File: config.mk
export PLATFORM = sky130hd
export DESIGN_NAME = led_pwm_gen
export DESIGN_NICKNAME = d
export VERILOG_FILES = /design/src/rtl/led_pwm_pkg.sv /design/src/rtl/led_pwm_regs.sv /design/src/rtl/led_pwm_tick_sel.sv /design/src/rtl/led_pwm_core.sv /design/src/rtl/led_pwm_gen.sv
export SDC_FILE = /design/constraint.sdc
export NUM_CORES = 1
export LEC_CHECK = 0
export BUFFER_PORTS_ARGS = -buffer_cell sky130_fd_sc_hd__buf_2
export CAP_MARGIN = 10
export CORE_MARGIN = 4
export CORE_UTILIZATION = 38
export DETAILED_ROUTE_END_ITERATION = 16
export PLACE_DENSITY = 0.56
export SLEW_MARGIN = 20
export SYNTH_ARGS = -nofsm -noshare
export SYNTH_HDL_FRONTEND = slang
export SYNTH_SLANG_ARGS = --single-unit
File: constraint.sdc
create_clock -name clk -period 4.82 [get_ports clk]
set_clock_uncertainty 0.05 [all_clocks]
set_input_delay 0.241 -clock clk [delete_from_list [all_inputs] [get_ports clk]]
set_output_delay 0.241 -clock clk [all_outputs]
set_load 0.02 [all_outputs]
File: src/rtl/led_pwm_pkg.sv
package led_pwm_pkg;

  typedef enum logic [1:0] {
    MODE_OFF     = 2'd0,
    MODE_ALT_OFF = 2'd1,
    MODE_PWM     = 2'd2,
    MODE_ON      = 2'd3
  } led_mode_e;

  localparam int unsigned ADDR_W = 3;

  localparam logic [ADDR_W-1:0] A_CFG  = 3'd0;
  localparam logic [ADDR_W-1:0] A_LIM  = 3'd1;
  localparam logic [ADDR_W-1:0] A_DLY  = 3'd2;
  localparam logic [ADDR_W-1:0] A_STEP = 3'd3;
  localparam logic [ADDR_W-1:0] A_IVL  = 3'd4;
  localparam logic [ADDR_W-1:0] A_ODLY = 3'd5;

  localparam int unsigned CFG_W = 17;
  localparam logic [CFG_W-1:0] CFG_RESET = 17'h01400;

  localparam int unsigned B_FAST = 2;
  localparam int unsigned B_UPD  = 6;
  localparam int unsigned B_CLR  = 7;

endpackage

File: src/rtl/led_pwm_regs.sv
module led_pwm_regs
  import led_pwm_pkg::*;
#(
  parameter int unsigned DATA_W = 32,
  parameter int unsigned PRE_W  = 12,
  parameter int unsigned PH_W   = 8,
  parameter int unsigned HOLD_W = 8,
  parameter int unsigned LIM_W  = 16,
  parameter int unsigned DLY_W  = 24,
  parameter int unsigned STEP_W = 32,
  parameter int unsigned IVL_W  = 16
) (
  input  logic              clk,
  input  logic              rst_n,
  input  logic              wr_i,
  input  logic              rd_i,
  input  logic [ADDR_W-1:0] addr_i,
  input  logic [DATA_W-1:0] wdata_i,
  input  logic              commit_i,
  output logic [1:0]        mode_o,
  output logic              fast_sel_o,
  output logic              upd_pend_o,
  output logic              clr_o,
  output logic [PH_W-1:0]   duty_o,
  output logic [PRE_W-1:0]  hold_ld_o,
  output logic [HOLD_W-1:0] outdly_o,
  output logic [DATA_W-1:0] rdata_o
);

  logic [CFG_W-1:0]  cfg_q, cfg_d;
  logic [LIM_W-1:0]  lim_q;
  logic [DLY_W-1:0]  dly_q;
  logic [STEP_W-1:0] step_q;
  logic [IVL_W-1:0]  ivl_q;
  logic [HOLD_W-1:0] odly_q;
  logic              wr_cfg, keep_pend;
  logic [DATA_W-1:0] rdata_d;

  assign wr_cfg    = wr_i && (addr_i == A_CFG);
  assign clr_o     = wr_cfg && wdata_i[B_CLR];
  assign keep_pend = cfg_q[B_UPD] && !commit_i && !clr_o;

  // Next config word: request bit is sticky until taken, clear bit is a strobe only
  always_comb begin
    cfg_d = cfg_q;
    if (wr_cfg) begin
      cfg_d        = wdata_i[CFG_W-1:0];
      cfg_d[B_UPD] = wdata_i[B_UPD] | keep_pend;
      cfg_d[B_CLR] = 1'b0;
    end else begin
      cfg_d[B_UPD] = keep_pend;
    end
  end

  always_ff @(posedge clk or negedge rst_n) begin
    if (!rst_n) cfg_q <= CFG_RESET;
    else        cfg_q <= cfg_d;
  end

  always_ff @(posedge clk or negedge rst_n) begin
    if (!rst_n) begin
      lim_q  <= '0;
      dly_q  <= '0;
      step_q <= '0;
      ivl_q  <= '0;
      odly_q <= '0;
    end else if (wr_i) begin
      if (addr_i == A_LIM)  lim_q  <= wdata_i[LIM_W-1:0];
      if (addr_i == A_DLY)  dly_q  <= wdata_i[DLY_W-1:0];
      if (addr_i == A_STEP) step_q <= wdata_i[STEP_W-1:0];
      if (addr_i == A_IVL)  ivl_q  <= wdata_i[IVL_W-1:0];
      if (addr_i == A_ODLY) odly_q <= wdata_i[HOLD_W-1:0];
    end
  end

  always_comb begin
    rdata_d = '0;
    if (rd_i) begin
      case (addr_i)
        A_CFG:   rdata_d[CFG_W-1:0]  = cfg_q;
        A_LIM:   rdata_d[LIM_W-1:0]  = lim_q;
        A_DLY:   rdata_d[DLY_W-1:0]  = dly_q;
        A_STEP:  rdata_d[STEP_W-1:0] = step_q;
        A_IVL:   rdata_d[IVL_W-1:0]  = ivl_q;
        A_ODLY:  rdata_d[HOLD_W-1:0] = odly_q;
        default: rdata_d = '0;
      endcase
    end
  end

  assign rdata_o    = rdata_d;
  assign mode_o     = cfg_q[1:0];
  assign fast_sel_o = cfg_q[B_FAST];
  assign upd_pend_o = cfg_q[B_UPD];
  assign duty_o     = lim_q[PH_W-1:0];
  assign hold_ld_o  = dly_q[PRE_W-1:0];
  assign outdly_o   = odly_q;

endmodule

File: src/rtl/led_pwm_tick_sel.sv
module led_pwm_tick_sel (
  input  logic fast_i,
  input  logic slow_i,
  input  logic sel_fast_i,
  output logic tick_o
);

  assign tick_o = sel_fast_i ? fast_i : slow_i;

endmodule

File: src/rtl/led_pwm_core.sv
module led_pwm_core
  import led_pwm_pkg::*;
#(
  parameter int unsigned PRE_W  = 12,
  parameter int unsigned PH_W   = 8,
  parameter int unsigned HOLD_W = 8
) (
  input  logic              clk,
  input  logic              rst_n,
  input  logic              tick_i,
  input  logic [1:0]        mode_i,
  input  logic [PH_W-1:0]   duty_i,
  input  logic              pend_i,
  input  logic              clr_i,
  input  logic [PRE_W-1:0]  hold_ld_i,
  input  logic [HOLD_W-1:0] outdly_i,
  output logic              commit_o,
  output logic              holding_o,
  output logic [PH_W-1:0]   phase_o,
  output logic [PRE_W-1:0]  ld_o,
  output logic              led_o
);

  localparam logic [PH_W-1:0] PH_MAX = {PH_W{1'b1}};

  logic [PRE_W-1:0]  pre_q, pre_d, ld_q, ld_d;
  logic [PH_W-1:0]   phase_q, phase_d;
  logic [HOLD_W-1:0] hold_q, hold_d;
  logic              led_q, led_d;
  logic              off, parked, pre_wrap, period_end;

  assign off        = (mode_i == MODE_OFF) || (mode_i == MODE_ALT_OFF);
  assign holding_o  = (hold_q != '0);
  assign parked     = off || holding_o;
  assign pre_wrap   = (pre_q == ld_q);
  assign period_end = tick_i && pre_wrap && (phase_q == PH_MAX);
  assign commit_o   = pend_i && !clr_i && (parked || period_end);

  // Counter next state
  always_comb begin
    pre_d   = pre_q;
    phase_d = phase_q;
    hold_d  = hold_q;
    ld_d    = ld_q;
    if (commit_o) ld_d = hold_ld_i;
    if (clr_i) begin
      pre_d   = '0;
      phase_d = '0;
      ld_d    = '0;
      if (off) hold_d = outdly_i;
    end else if (off) begin
      pre_d   = '0;
      phase_d = '0;
      hold_d  = outdly_i;
    end else if (holding_o) begin
      if (tick_i) hold_d = hold_q - HOLD_W'(1);
    end else if (tick_i) begin
      if (pre_wrap) begin
        pre_d   = '0;
        phase_d = phase_q + PH_W'(1);
      end else begin
        pre_d   = pre_q + PRE_W'(1);
      end
    end
  end

  // Pin next state, saturating end codes
  always_comb begin
    if (parked)                  led_d = 1'b0;
    else if (mode_i == MODE_ON)  led_d = 1'b1;
    else if (duty_i == '0)       led_d = 1'b0;
    else if (duty_i == PH_MAX)   led_d = 1'b1;
    else                         led_d = (phase_q < duty_i);
  end

  always_ff @(posedge clk or negedge rst_n) begin
    if (!rst_n) begin
      pre_q   <= '0;
      phase_q <= '0;
      hold_q  <= '0;
      ld_q    <= '0;
      led_q   <= 1'b0;
    end else begin
      pre_q   <= pre_d;
      phase_q <= phase_d;
      hold_q  <= hold_d;
      ld_q    <= ld_d;
      led_q   <= led_d;
    end
  end

  assign phase_o = phase_q;
  assign ld_o    = ld_q;
  assign led_o   = led_q;

endmodule

File: src/rtl/led_pwm_gen.sv
module led_pwm_gen
  import led_pwm_pkg::*;
#(
  parameter int unsigned DATA_W = 32,
  parameter int unsigned PRE_W  = 12,
  parameter int unsigned PH_W   = 8,
  parameter int unsigned HOLD_W = 8,
  parameter int unsigned LIM_W  = 16,
  parameter int unsigned DLY_W  = 24,
  parameter int unsigned STEP_W = 32,
  parameter int unsigned IVL_W  = 16
) (
  input  logic              clk,
  input  logic              rst_n,
  input  logic              fast_tick_i,
  input  logic              slow_tick_i,
  input  logic              bus_wr_i,
  input  logic              bus_rd_i,
  input  logic [ADDR_W-1:0] bus_addr_i,
  input  logic [DATA_W-1:0] bus_wdata_i,
  output logic [DATA_W-1:0] bus_rdata_o,
  output logic              led_o
);

  logic              rst_meta_q, rst_sync_n;
  logic [1:0]        cfg_mode;
  logic              fast_sel, upd_pend, clr_pulse, commit, tick;
  logic              core_holding;
  logic [PH_W-1:0]   duty, phase;
  logic [PRE_W-1:0]  hold_ld, act_ld;
  logic [HOLD_W-1:0] outdly;

  always_ff @(posedge clk or negedge rst_n) begin
    if (!rst_n) {rst_sync_n, rst_meta_q} <= 2'b00;
    else        {rst_sync_n, rst_meta_q} <= {rst_meta_q, 1'b1};
  end

  led_pwm_regs #(
    .DATA_W(DATA_W), .PRE_W(PRE_W), .PH_W(PH_W), .HOLD_W(HOLD_W),
    .LIM_W(LIM_W), .DLY_W(DLY_W), .STEP_W(STEP_W), .IVL_W(IVL_W)
  ) regs_i (
    .clk(clk), .rst_n(rst_sync_n),
    .wr_i(bus_wr_i), .rd_i(bus_rd_i), .addr_i(bus_addr_i), .wdata_i(bus_wdata_i),
    .commit_i(commit),
    .mode_o(cfg_mode), .fast_sel_o(fast_sel), .upd_pend_o(upd_pend), .clr_o(clr_pulse),
    .duty_o(duty), .hold_ld_o(hold_ld), .outdly_o(outdly), .rdata_o(bus_rdata_o)
  );

  led_pwm_tick_sel tick_i (
    .fast_i(fast_tick_i), .slow_i(slow_tick_i), .sel_fast_i(fast_sel), .tick_o(tick)
  );

  led_pwm_core #(.PRE_W(PRE_W), .PH_W(PH_W), .HOLD_W(HOLD_W)) core_i (
    .clk(clk), .rst_n(rst_sync_n), .tick_i(tick), .mode_i(cfg_mode), .duty_i(duty),
    .pend_i(upd_pend), .clr_i(clr_pulse), .hold_ld_i(hold_ld), .outdly_i(outdly),
    .commit_o(commit), .holding_o(core_holding), .phase_o(phase), .ld_o(act_ld),
    .led_o(led_o)
  );

endmodule

==> After elaboration in Yosys (flattened, before gate mapping) <==
Index checks and enable logic that the tools add are counted.
W data, S select, Z words.
{ "word_totals": {"regBits": 155, "input_bits": 41, "word_cells": 90} }
{ "classes": {"addsub": 3, "order_cmp": 1, "eq_ne": 12, "mux": 29, "n_bitwise": 1, "reduce_logical": 30} }
{ "ops": {"columns": ["cell", "n"], "rows": [
  ["$mux W8", 11],
  ["$mux W12", 7],
  ["$pmux W8 S6", 1],
  ["$pmux W8 S5", 1],
  ["$mux W32", 1],
  ["$eq A8 B8 Y1 const B", 2],
  ["$pmux W7 S2", 1],
  ["$add A12 B1 Y12 const B", 1],
  ["$eq A12 B12 Y1", 1],
  ["$reduce_and A2 Y1", 6],
  ["$add A8 B1 Y8 const B", 1],
  ["$logic_and A1 B1 Y1", 8],
  ["$logic_not A8 Y1", 1],
  ["$lt A8 B8 Y1", 1],
  ["$reduce_bool A8 Y1", 1],
  ["$sub A8 B1 Y8 const B", 1],
  ["$eq A3 B2 Y1 const B", 2],
  ["$eq A3 B3 Y1 const B", 2],
  ["$mux W1", 6],
  ["$reduce_and A3 Y1", 2],
  ["$reduce_bool A2 Y1", 3],
  ["$reduce_bool A3 Y1", 2],
  ["$eq A3 B1 Y1 const B", 1],
  ["$logic_not A3 Y1", 1],
  ["other kinds (9)", 12]
]} }

==> Longest topological paths before layout <==
Gate-level depths: netlist (run 1).
{ "logic_depth": {"depth_word": 11, "ltp_mapped": 9} }

==> Hierarchy <==
From an unflattened synthesis (run 1), not the netlist that was laid out.
{ "hier_totals": {"hier_cells": 720, "hier_area_um2": 8209.1} }
{ "by_module_without_submodules": {"columns": ["module", "instances", "cells_each", "area_per_inst_um2", "seq_area_each_um2"], "rows": [
  ["led_pwm_regs", 1, 418, 5470.2, 2805.2],
  ["led_pwm_core", 1, 298, 2670.1, 1026.0],
  ["led_pwm_gen", 1, 3, 53.8, 50.0],
  ["led_pwm_tick_sel", 1, 1, 15.0, 0.0]
]} }

==> Worst setup path before layout (run 1) <==
Ideal clock, no wire load.
{ "synth_path": {"kind": "flip-flop to flip-flop", "startpoint": "register core_i.hold_q[0]", "endpoint": "register core_i.phase_q[3], in the netlist core_i.phase_o[3]", "arrival_ns": 1.975, "required_ns": 4.693, "setup_slack_ns": 2.718, "path_stages_with_launch": 10, "synth_period_minus_slack_ns": 2.102, "path_cell_list": "dfrtp_1 -> inv_1 -> ha_1 -> nor3b_1 -> and3b_1 -> buf_4 -> nand4_4 -> buf_2 -> or3_1 -> a21oi_1"} }
{ "synth_via": {"elab_chain_cells": 3} }
{ "synth_lines": {"columns": ["item", "line_no", "source"], "rows": [
  ["from (decl)", "led_pwm_core.sv:28", "logic [HOLD_W-1:0] hold_q, hold_d;"],
  ["from (signal assigned)", "led_pwm_core.sv:86", "hold_q <= hold_d;"],
  ["$reduce_bool A8 Y1", "led_pwm_core.sv:33", "assign holding_o = (hold_q != '0);"],
  ["$ne A3 B2 Y1 (no source line)", null, null],
  ["$reduce_and A3 Y1 (no source line)", null, null],
  ["to (signal assigned)", "led_pwm_core.sv:85", "phase_q <= phase_d;"],
  ["to (decl)", "led_pwm_core.sv:27", "logic [PH_W-1:0] phase_q, phase_d;"]
]} }
No other way between the ends.
A chain may end at the register's enable or synchronous reset.

==> Worst setup path after layout (run 1) <==
{ "layout_path": {"startpoint": "register core_i.phase_q[1], in the netlist core_i.phase_o[1]", "endpoint": "register core_i.ld_q[8], in the netlist core_i.ld_o[8]"} }
{ "layout_via": {"elab_chain_cells": 5} }
{ "layout_lines": {"columns": ["item", "line_no", "source"], "rows": [
  ["$eq A8 B8 Y1", "led_pwm_core.sv:36", "assign period_end = tick_i && pre_wrap && (phase_q == PH_MAX);"],
  ["$logic_and A1 B1 Y1", "led_pwm_core.sv:36", null],
  ["$logic_or A1 B1 Y1", "led_pwm_core.sv:37", "assign commit_o = pend_i && !clr_i && (parked || period_end);"],
  ["$logic_and A1 B1 Y1", "led_pwm_core.sv:37", null],
  ["$reduce_bool A2 Y1 (no source line)", null, null],
  ["to (signal assigned)", "led_pwm_core.sv:87", "ld_q <= ld_d;"],
  ["to (decl)", "led_pwm_core.sv:26", "logic [PRE_W-1:0] pre_q, pre_d, ld_q, ld_d;"]
]} }
No other way between the ends.

==> flow_summary.yaml, run 1 <==
run_status:
  status: "finished clean"
floorplanning:
  die_w_um: 151.6
  io_pins: 74
  num_rows: 52
  die_h_um: 151.6
  die_area_um2: 22980
  core_area_um2: 20230
  start_util_pct: 38.72
clocking:
  clk_latency_ns: 0.42
  cts_made_buffers: 17
  cts_setup_buffers: 0
  cts.sinks: 155
  path_clk_slew_ns: 0.06
  cts_buffer_depth: 2
  cts_resized: 0
  cts_tree: "yes"
  cts.htree.levels: 4
  root_buffer: "clkbuf_16"
global_route:
  grtUsageTotal_pct: 18.50
  grt_pass1_vias: 6274
  grt_overflow: 0
  grt_pass1_wl_um: 33310
  grt_antenna_before_repair: 0
  grt_max_degree: 64
place:
  place_area_um2: 8417
  place_hpwl_um: 14090
  place_congestion: 0.8539
  placed_cells: 1046
  portBuffers: 73
  preCtsSetupSlack_ns: 1.801
worst_setup_path:
  r2r_end: "core_i.ld_o[8]$_DFFE_PN0P_"
  cp-end-kind: "flip-flop"
  start_kind: "flip-flop"
  criticalPathCategory: "flip-flop to flip-flop"
  r2r_cells: 6
  path_cells: "ha_1 > nand3_1 > nor4b_1 > nand4_1 > o2111ai_1 > nand2_1"
  cp_max_fo: 12
  r2r_slack_ns: 2.19
  reg2reg_from: "core_i.phase_o[1]$_DFFE_PN0P_"
  required_ns: 5.07
  slowest_delay_ns: 0.69
  crit_arrival_ns: 2.88
  cp_slowest_cell: "nor4b_1"
sta:
  finalHoldViolations: 0
  period_needed_ns: 2.627
  fin_crit_sh_pct: 54.51
  setup_slack_ns: 2.193
  rsz0062_at_grt: "false"
  setup_viol: 0
  fmax_mhz: 380.6
  worstMarginPinSlew_ns: 1.078
  setup_tns_ns: 0
  drv_slew: 0
  slew_headroom_pct: 28.13
drt:
  drt-total-wl_um: 20320
  wl_per_cell_um: 18.65
  ant_nets: 0
  via_per_inst: 5.554
  dr.first_iter.drc_count: 456
  drc: 0
  dr.pass1.iters: 5
  vias: 6048
power_and_ir_drop:
  p_per_area_nw_per_um2: 418.3
  p_leak_uw: 0.004153
  p_seq_share_pct: 46.2
  internal-power_uw: 2658
  p_sw_uw: 1157
  clkPwrFrac_pct: 35.2
  swShare_pct: 30.34
  combPwrFrac_pct: 18.6
  finalPower_uw: 3815
  ir_worst_vdd_mv: 0.2242
finish:
  syn_to_final_growth_pct: 16.40
  drive_gt1_share_pct: 26.25
  stdcell_count: 1089
  nets: 858
  diodes: 0
  fillCellCount: 1891
  fin_area_um2: 9120
synth:
  netlist_area_um2: 7835
  yosysWarnings: 0
  synthDistinctLibCells: 54
  ys.flop_type: "dfrtp_1"
  ys_seq_area_share_pct: 49.54
  async_flop_share_pct: 100.0
  synth_cells: 740
  synth_nets: 792
  syn_area_per_cell_um2: 10.59
  ys_ff_latch: 155
  synth_edf_count: 0
min_path:
  worstHoldEndpoint: "regs_i.cfg_q[16]$_DFFE_PN0N_"
  hp-start: "bus_wdata_i[16]"
  holdPathStages: 3
  hp-class: "input port to flip-flop"
flow_run:
  cap_violations: 0
## layout by cell type, fill, tap and decap left out, drive strengths merged, types with 20 or more instances in the layout
cell type,synthesis,routed
dfrtp,153,153
nand2,108,108
mux2,87,87
buf,19,82
nor2,38,38
o21ai,38,38
a21oi,25,25
o2111ai,24,24
nand3,23,23
inv,15,21
nand4,20,20
## cell usage after synthesis (all sizes together) (8+ instances only)
cell     instances  area [um^2]
and3             9        56.30
mux2            87        979.7
a221oi           9        78.83
ha              11        137.6
nand2          108        405.4
a22o             8        70.07
dfrtp          153         3829
nor4             8        110.1
o21ai           38        193.9
nand4           20        140.1
mux2i           18        180.2
and2            14        87.58
xor2            14        122.6
clkbuf          27        101.4
inv             15        56.30
nor2            38        142.6
o2111ai         24        210.2
buf             19        97.59
nand3           23        115.1
a21oi           25        125.1
## through the flow
step	hold slack (ns)	utilization (%)
after CTS	0.002517	45.05
after floorplan	-0.1046	-
final	0.01442	45.07
after global placement	-0.02447	41.60
after detailed placement	-0.02218	41.60
after global routing	0.01480	45.07
## logic make-up after synthesis
group | Yosys count | synth area share, %
flops | 155 | 49.54
compound gates | 137 | 11.91
simple gates | 253 | 16.50
fa+ha+maj | 11 | 1.757
buf+inv | 62 | 3.306
other cells | 1 | 0.04786
mux | 107 | 15.38
xor+xnor | 14 | 1.565
## layout make-up
class                           count  area, um^2  area share (%)
Sequential cell                   155        3885           42.60
Inverter                           16       60.06          0.6585
Clock buffer                       18       429.2           4.706
Tap cell                          270       337.8           3.704
Multi-Input combinational cell    523        3705           40.62
Timing Repair Buffer               93       543.0           5.954
Clock inverter                     14       160.2           1.756
## worst max path at each step
stage / startpoint / endpoint / slack, ns / depth (start not counted)
after floorplan: rst_sync_n$_DFF_PN0_ / core_i.hold_q[0]$_DFFE_PN0P_ / 0.13 / 0
after detailed placement: bus_addr_i[2] / regs_i.dly_q[18]$_DFFE_PN0P_ / 1.80 / 6
final: core_i.phase_o[1]$_DFFE_PN0P_ / core_i.ld_o[8]$_DFFE_PN0P_ / 2.19 / 6
after global placement: bus_addr_i[2] / regs_i.dly_q[10]$_DFFE_PN0P_ / 1.88 / 6
after CTS: core_i.phase_o[1]$_DFFE_PN0P_ / core_i.ld_o[3]$_DFFE_PN0P_ / 2.12 / 6
after global routing: core_i.hold_q[0]$_DFFE_PN0P_ / core_i.ld_o[3]$_DFFE_PN0P_ / 1.93 / 7
## what timing repair did
action                                  CTS  global route
endpoints found under the setup margin    0             0
hold buffers                             11             0
endpoints found under the hold margin    12             0
## routing by layer
layer | share of wire [%] | GRT usage, %
met5 | 0 | 0
met4 | 1.6 | 6.334
met3 | 3.6 | 2.945
met2 | 49 | 30.01
met1 | 46 | 25.33
## registers in the layout, indices dropped and copies added, names as in the netlist
| name | cells |
|---|---|
| rst_meta_q | 1 |
| regs_i.outdly_o | 8 |
| core_i.pre_q | 12 |
| core_i.phase_o | 8 |
| core_i.hold_q | 8 |
| regs_i.dly_q | 24 |
| rst_sync_n | 1 |
| regs_i.lim_q | 16 |
| regs_i.step_q | 32 |
| regs_i.ivl_q | 16 |
| core_i.led_o | 1 |
| regs_i.cfg_q | 16 |
| core_i.ld_o | 12 |
## power by group through the flow
stage	Combinational [uW]	Clock, uW	Sequential (uW)
3_5_place_dp	706	0	1780
2_1_floorplan	541	0	1710
3_3_place_gp	680	0	1770
5_1_grt	796	1430	1800
6_report	710	1340	1760
4_1_cts	716	1370	1760
## worst max-delay path: cells and delay by family (launching register included)
kind                     cells  cell delay, ns
AO/OA/AOI/OAI                1            0.39
AND/OR/NAND/NOR              4            1.45
flip-flops                   1            0.41
adder cells (fa/ha/maj)      1            0.19
Power figures use the tool's default switching activity.
==> inputs of run 2 (changes only) <==
--- a/config.mk
+++ b/config.mk
@@ -5,12 +5,13 @@
 export SDC_FILE = /design/constraint.sdc
 export NUM_CORES = 1
 export LEC_CHECK = 0
+export ABC_AREA = 1
 export BUFFER_PORTS_ARGS = -buffer_cell sky130_fd_sc_hd__buf_2
 export CAP_MARGIN = 10
 export CORE_MARGIN = 4
 export CORE_UTILIZATION = 38
 export DETAILED_ROUTE_END_ITERATION = 16
-export PLACE_DENSITY = 0.56
+export PLACE_DENSITY = 0.54
 export SLEW_MARGIN = 20
 export SYNTH_ARGS = -nofsm -noshare
 export SYNTH_HDL_FRONTEND = slang
==> constraint.sdc (replaced) <==
create_clock -name clk -period 2.6 [get_ports clk]
set_clock_uncertainty 0.05 [all_clocks]
set_input_delay 0.13 -clock clk [delete_from_list [all_inputs] [get_ports clk]]
set_output_delay 0.13 -clock clk [all_outputs]
set_load 0.02 [all_outputs]
==> run 2 against run 1 <==
Register-to-register slack worse by 1.6 ns. Flip-flop and latch count stayed put. Hold slack better by 0.019 ns. Highest routed layer unchanged. Final cell count is 20% higher. Sequential share of layout area is 0.34 points higher. Clock power is 83% higher. Largest power group unchanged. Clock-buffer cell count is 3 higher. Via count is 5.8% higher.
==> flow_summary.yaml, run 2 <==
global_route:
  grt_antenna_before_repair: 0
  grt_pass1_wl_um: 33550
  grtUsageTotal_pct: 19.20
  grt_pass1_vias: 6107
  grt_max_degree: 69
  grt_overflow: 0
synth:
  synth_cells: 941
  yosysTopAreaCell: "dfrtp_1"
  synth_top_family_by_area: "simple AND/OR/NAND/NOR gates"
  syn_area_per_cell_um2: 8.060
  synthDistinctLibCells: 42
  yosys.area.top_type_share_pct: 50.48
  synth_edf_count: 0
  synth_most_common_cell: "nand2_1"
  synth_fa_ha_area_share_pct: 1.815
  yosys.area_share.simple_pct: 23.19
  ys.flop_type: "dfrtp_1"
  ys_ff_latch: 155
  synth-xor-area-share_pct: 1.039
  synth_mux_area_share_pct: 0
  synth_compound_area_share_pct: 14.93
  synthTopCellsByArea: "dfrtp_1 (50%), nand2_1 (14%), o21ai_0 (8.4%), inv_1 (4.3%), nor2_1 (2.9%)"
  netlist_area_um2: 7585
  synth_nets: 993
  ys_seq_area_share_pct: 51.17
  ys_top_cells_by_count: "nand2_1 (283), dfrtp_1 (153), o21ai_0 (127)"
  async_flop_share_pct: 100.0
  yosysWarnings: 0
finish:
  fin_util_pct: 46.33
  nets: 1086
  largestRegisters: "regs_i.step_q (32), regs_i.dly_q (24)"
  top_register: "regs_i.step_q"
  diodes: 0
  stdcell_count: 1312
  drive_gt1_share_pct: 14.80
  syn_to_final_growth_pct: 19.28
  largest_reg_flops: 32
  final_cell_mix: "nand2_1 (283), dfrtp_1 (152), o21ai_0 (127)"
  layout.cells.most_common: "nand2_1"
floorplanning:
  core_area_um2: 19530
  io_pins: 74
  start_util_pct: 38.84
  die_w_um: 149.3
  die_h_um: 149.3
  die_area_um2: 22280
  num_rows: 51
clocking:
  cts_buffer_depth: 2
  cts.htree.levels: 4
  clk_latency_ns: 0.42
  cts_made_buffers: 17
  path_clk_slew_ns: 0.06
  cts_tree: "yes"
  cts.sinks: 155
  cts_setup_buffers: 0
  root_buffer: "clkbuf_16"
worst_setup_path:
  crit_arrival_ns: 1.94
  reg2reg_from: "regs_i.cfg_q[1]$_DFFE_PN0N_"
  r2r_slack_ns: 0.57
  cp_max_fo: 8
  required_ns: 2.42
  criticalPathCategory: "flip-flop to output port"
  r2r_cells: 6
  r2r_end: "core_i.pre_q[6]$_DFFE_PN0P_"
  start_kind: "flip-flop"
  cp-end-kind: "output port"
  crit_start: "regs_i.cfg_q[1]$_DFFE_PN0N_"
place:
  placed_cells: 1254
  portBuffers: 73
  preCtsSetupSlack_ns: 0.5585
  place_congestion: 0.8459
  place_hpwl_um: 14240
sta:
  fmax_mhz: 471.1
  slew_headroom_pct: 34.28
  setup_slack_ns: 0.4772
  finalHoldViolations: 0
  rsz0062_at_grt: "false"
  fin_crit_sh_pct: 81.65
  setup_tns_ns: 0
  worstMarginPinSlew_ns: 0.9847
  drv_slew: 0
  period_needed_ns: 2.123
  setup_viol: 0
min_path:
  worstHoldEndpoint: "regs_i.outdly_o[5]$_DFFE_PN0P_"
  holdPathStages: 3
  hp-class: "input port to flip-flop"
  hp-start: "bus_wdata_i[5]"
drt:
  drt-total-wl_um: 20190
  dr.pass1.iters: 5
  ant_nets: 0
  via_per_inst: 4.875
  drc: 0
  vias: 6396
  dr.first_iter.drc_count: 394
  wl_per_cell_um: 15.39
power_and_ir_drop:
  finalPower_uw: 6888
  ir_worst_vdd_mv: 0.4807
  p_leak_uw: 0.004404
  p_per_area_nw_per_um2: 761.3
flow_run:
  cap_violations: 0
run_status:
  status: "finished clean"
[run 2: worst max-delay path by stage]
stage | to | slack (ns) | depth (start not counted)
2_1_floorplan | core_i.hold_q[0]$_DFFE_PN0P_ | 0.94 | 0
3_3_place_gp | core_i.phase_o[0]$_DFFE_PN0P_ | 0.59 | 11
3_5_place_dp | core_i.pre_q[2]$_DFFE_PN0P_ | 0.56 | 11
4_1_cts | bus_rdata_o[1] | 0.43 | 5
5_1_grt | core_i.pre_q[6]$_DFFE_PN0P_ | 0.35 | 9
6_report | bus_rdata_o[1] | 0.48 | 5
[run 2: where the power goes]
part / switching [uW] / total, uW / internal [uW] / leakage (uW)
Combinational: 804 / 1280 / 476 / 0.00216
Sequential: 312 / 3160 / 2850 / 0.00196
Clock: 987 / 2450 / 1460 / 0.000279
Total: 2100 / 6890 / 4780 / 0.00440
[run 2: per-layer routing]
layer | wire (um) | part of all wire (%) | vias up | track usage, %
li1 | - | - | 3241 | -
met4 | 267 | 1.3 | 0 | 5.217
met1 | 9499 | 47 | 3012 | 27.36
met2 | 9439 | 47 | 126 | 30.12
met5 | 0 | 0 | - | 0
met3 | 982 | 4.9 | 17 | 3.707
[run 2: cell type report]
class	instances	area [um^2]
well taps	265	331.6
inverters	96	360.3
repair buffers	116	778.2
clock inverters	11	120.1
fillers	2021	10480
multi-input cells	648	3112
clock buffers	21	460.4
flip-flops and latches	155	3885
[run 2: cell families after synthesis]
| family | after synthesis |
|---|---|
| AO/OA/AOI/OAI | 205 |
| buffers and inverters | 138 |
| flip-flops | 155 |
| XOR/XNOR | 9 |
| adder cells (fa/ha/maj) | 11 |
| AND/OR/NAND/NOR | 422 |
| other | 1 |
[run 2: worst max-delay path: stages, from the launching register on]
cell and delay, ns:
dfrtp_1 0.56, inv_1 0.22, o22ai_1 0.20, inv_1 0.07, a41oi_1 0.25, buf_2 0.22
[run 2: timing repair]
item                      in CTS  in global routing
resized for setup              0                  0
hold buffers                  26                  0
hold endpoints to repair      56                  0
[run 2: through the flow]
stage / hold WS [ns] / cell area (um^2)
floorplan: -0.2156 / 7589
global route: 0.04213 / 9047
global placement: -0.1343 / 8207
finish: 0.03376 / 9047
CTS: 0.01512 / 9047
detailed placement: -0.1290 / 8207
==> inputs of run 3 (changes only) <==
--- a/config.mk
+++ b/config.mk
@@ -5,7 +5,7 @@
 export SDC_FILE = /design/constraint.sdc
 export NUM_CORES = 1
 export LEC_CHECK = 0
-export ABC_AREA = 1
+export ABC_AREA = 0
 export BUFFER_PORTS_ARGS = -buffer_cell sky130_fd_sc_hd__buf_2
 export CAP_MARGIN = 10
 export CORE_MARGIN = 4
==> constraint.sdc (replaced) <==
create_clock -name clk -period 2 [get_ports clk]
set_clock_uncertainty 0.05 [all_clocks]
set_input_delay 0.1 -clock clk [delete_from_list [all_inputs] [get_ports clk]]
set_output_delay 0.1 -clock clk [all_outputs]
set_load 0.02 [all_outputs]
==> run 3 against run 2 <==
Critical path depth rose by 2. Hold slack better by 0.14 ns. Worst setup slack got worse by 0.45 ns. Die area rose by 3.1%. Via count is 0.33% higher. Critical endpoint is now core_i.phase_o[3]$_DFFE_PN0P_. Largest cell class unchanged. Largest power group unchanged.
==> flow_summary.yaml, run 3 (synthesized netlist as in run 1, its figures left out) <==
run_status:
  status: "finished clean"
power_and_ir_drop:
  p_per_area_nw_per_um2: 934.9
  p_leak_uw: 0.004615
  p_seq_share_pct: 45.1
  ir_worst_vdd_mv: 0.6228
  internal-power_uw: 6467
  combPwrFrac_pct: 22.4
  swShare_pct: 31.10
  p_sw_uw: 2919
  clkPwrFrac_pct: 32.5
finish:
  diodes: 0
  syn_to_final_growth_pct: 28.14
  nets: 949
  fillCellCount: 1854
  drive_gt1_share_pct: 33.85
  final_cell_mix: "dfrtp_1 (150), nand2_1 (107), mux2_2 (87)"
  fin_util_pct: 49.62
  fin_area_um2: 10040
  layout.cells.most_common: "dfrtp_1"
  largest_reg_flops: 32
  largestRegisters: "regs_i.step_q (32), regs_i.dly_q (24)"
  top_register: "regs_i.step_q"
sta:
  rsz0062_at_grt: "true"
  setup_slack_ns: 0.03109
  holdWs_ns: 0.1760
  setup_viol: 0
  setup_tns_ns: 0
  period_needed_ns: 1.969
  fmax_mhz: 507.9
  fin_crit_sh_pct: 98.45
  finalHoldViolations: 0
  worstMarginPinSlew_ns: 1.040
  drv_slew: 0
  slew_headroom_pct: 30.12
clocking:
  cts_made_buffers: 17
  cts_buffer_depth: 2
  root_buffer: "clkbuf_16"
  cts.sinks: 155
  cts.htree.levels: 4
  cts_tree: "yes"
  clk_latency_ns: 0.43
  path_clk_slew_ns: 0.06
drt:
  wl_per_cell_um: 18.35
  vias: 6417
  ant_nets: 0
  drt-total-wl_um: 21660
  dr.first_iter.drc_count: 419
  drc: 0
  via_per_inst: 5.438
  dr.pass1.iters: 6
floorplanning:
  core_area_um2: 20230
  io_pins: 74
  die_h_um: 151.6
  die_w_um: 151.6
  die_area_um2: 22980
  num_rows: 52
  start_util_pct: 38.72
global_route:
  grt_antenna_before_repair: 1
  grt_overflow: 0
  grt_max_degree: 56
  grt_pass1_wl_um: 33950
  grtUsageTotal_pct: 19.05
  grt_pass1_vias: 6360
place:
  place_congestion: 0.8318
  place_hpwl_um: 15050
  portBuffers: 73
  place_area_um2: 8917
  preCtsSetupSlack_ns: -0.002702
worst_setup_path:
  required_ns: 2.30
  cp_max_fo: 8
  path_buf_inv: 2
  cp-end-kind: "flip-flop"
  critPathTopFamily: "simple AND/OR/NAND/NOR gates"
  cp_slowest_cell: "dfrtp_1"
  criticalPathCategory: "flip-flop to flip-flop"
  start_kind: "flip-flop"
  path_cells: "xor2_2 > nor4_4 > buf_4 > nand4_4 > buf_6 > or3_1 > a21oi_2"
  slowest_delay_ns: 0.43
  crit_arrival_ns: 2.26
flow_run:
  cap_violations: 0
min_path:
  hp-class: "input port to flip-flop"
run 3: changes by cell type in the layout (fill, tap and decap cells not counted), moves of 17 or more:
| cell | change |
|---|---|
| nand3_1 | -20 |
| nand2_1 | -176 |
| inv_1 | -73 |
| buf_4 | +52 |
| mux2_2 | +87 |
| nor2_1 | -22 |
| o2111ai_1 | +18 |
| mux2i_1 | +17 |
| o21ai_0 | -91 |
run 3: final cells by class:
type                       instances  area (um^2)  area share (%)
tap                              270        337.8           3.365
clock buffer                      19        442.9           4.412
inverter                          16        60.06          0.5982
clock inverter                    13        106.4           1.059
sequential                       155         3887           38.72
timing repair buffer             184         1383           13.77
multi-input combinational        523         3822           38.07
run 3: path summary, 6_finish.rpt:
path,start,end,slack [ns],depth (start not counted)
max in group asynchronous,rst_sync_n$_DFF_PN0_,regs_i.cfg_q[10]$_DFFE_PN1N_,0.97,1
worst max-delay path,core_i.pre_q[4]$_DFFE_PN0P_,core_i.phase_o[3]$_DFFE_PN0P_,0.03,7
worst max register to register,core_i.pre_q[4]$_DFFE_PN0P_,core_i.phase_o[3]$_DFFE_PN0P_,0.03,7
min in group asynchronous,rst_sync_n$_DFF_PN0_,regs_i.lim_q[11]$_DFFE_PN0P_,0.23,0
worst min-delay path,bus_wr_i,regs_i.outdly_o[7]$_DFFE_PN0P_,0.18,4
worst min register to register,rst_sync_n$_DFF_PN0_,regs_i.lim_q[11]$_DFFE_PN0P_,0.23,0
run 3: worst reg2reg max path: stages (launching register included):
cell and delay, ns:
dfrtp_1 0.43, xor2_2 0.21, nor4_4 0.26, buf_4 0.18, nand4_4 0.13, buf_6 0.18
or3_1 0.33, a21oi_2 0.13
run 3: repair_timing:
action / in CTS / in global routing
pin swaps: 0 / 10
setup endpoints to repair: 4 / 34
buffers inserted: 0 / 11
endpoints found under the hold margin: 108 / 0
cloned: 0 / 1
gates resized for setup: 4 / 30
hold buffers: 34 / 0
run 3: stage by stage:
step                std cells  power, uW
finish                   1180       9386
global route             1180       9901
CTS                      1168       9293
detailed placement       1102       6158
global placement         1102       6071
floorplan                 740       5436
run 3: power groups by stage:
stage / combinational (uW) / sequential, uW / clock [uW]
finish: 2100 / 4230 / 3050
global route: 2310 / 4310 / 3280
CTS: 1940 / 4220 / 3130
detailed placement: 1880 / 4280 / 0
global placement: 1820 / 4250 / 0
floorplan: 1300 / 4130 / 0
run 3: layer usage:
| metal | share of wire (%) | up-vias | global-route usage, % |
|---|---|---|---|
| li1 | - | 3015 | - |
| met1 | 45 | 3231 | 25.49 |
| met2 | 49 | 146 | 31.16 |
| met3 | 4.2 | 23 | 4.224 |
| met4 | 1.5 | 2 | 5.526 |
| met5 | 0.032 | - | 0 |
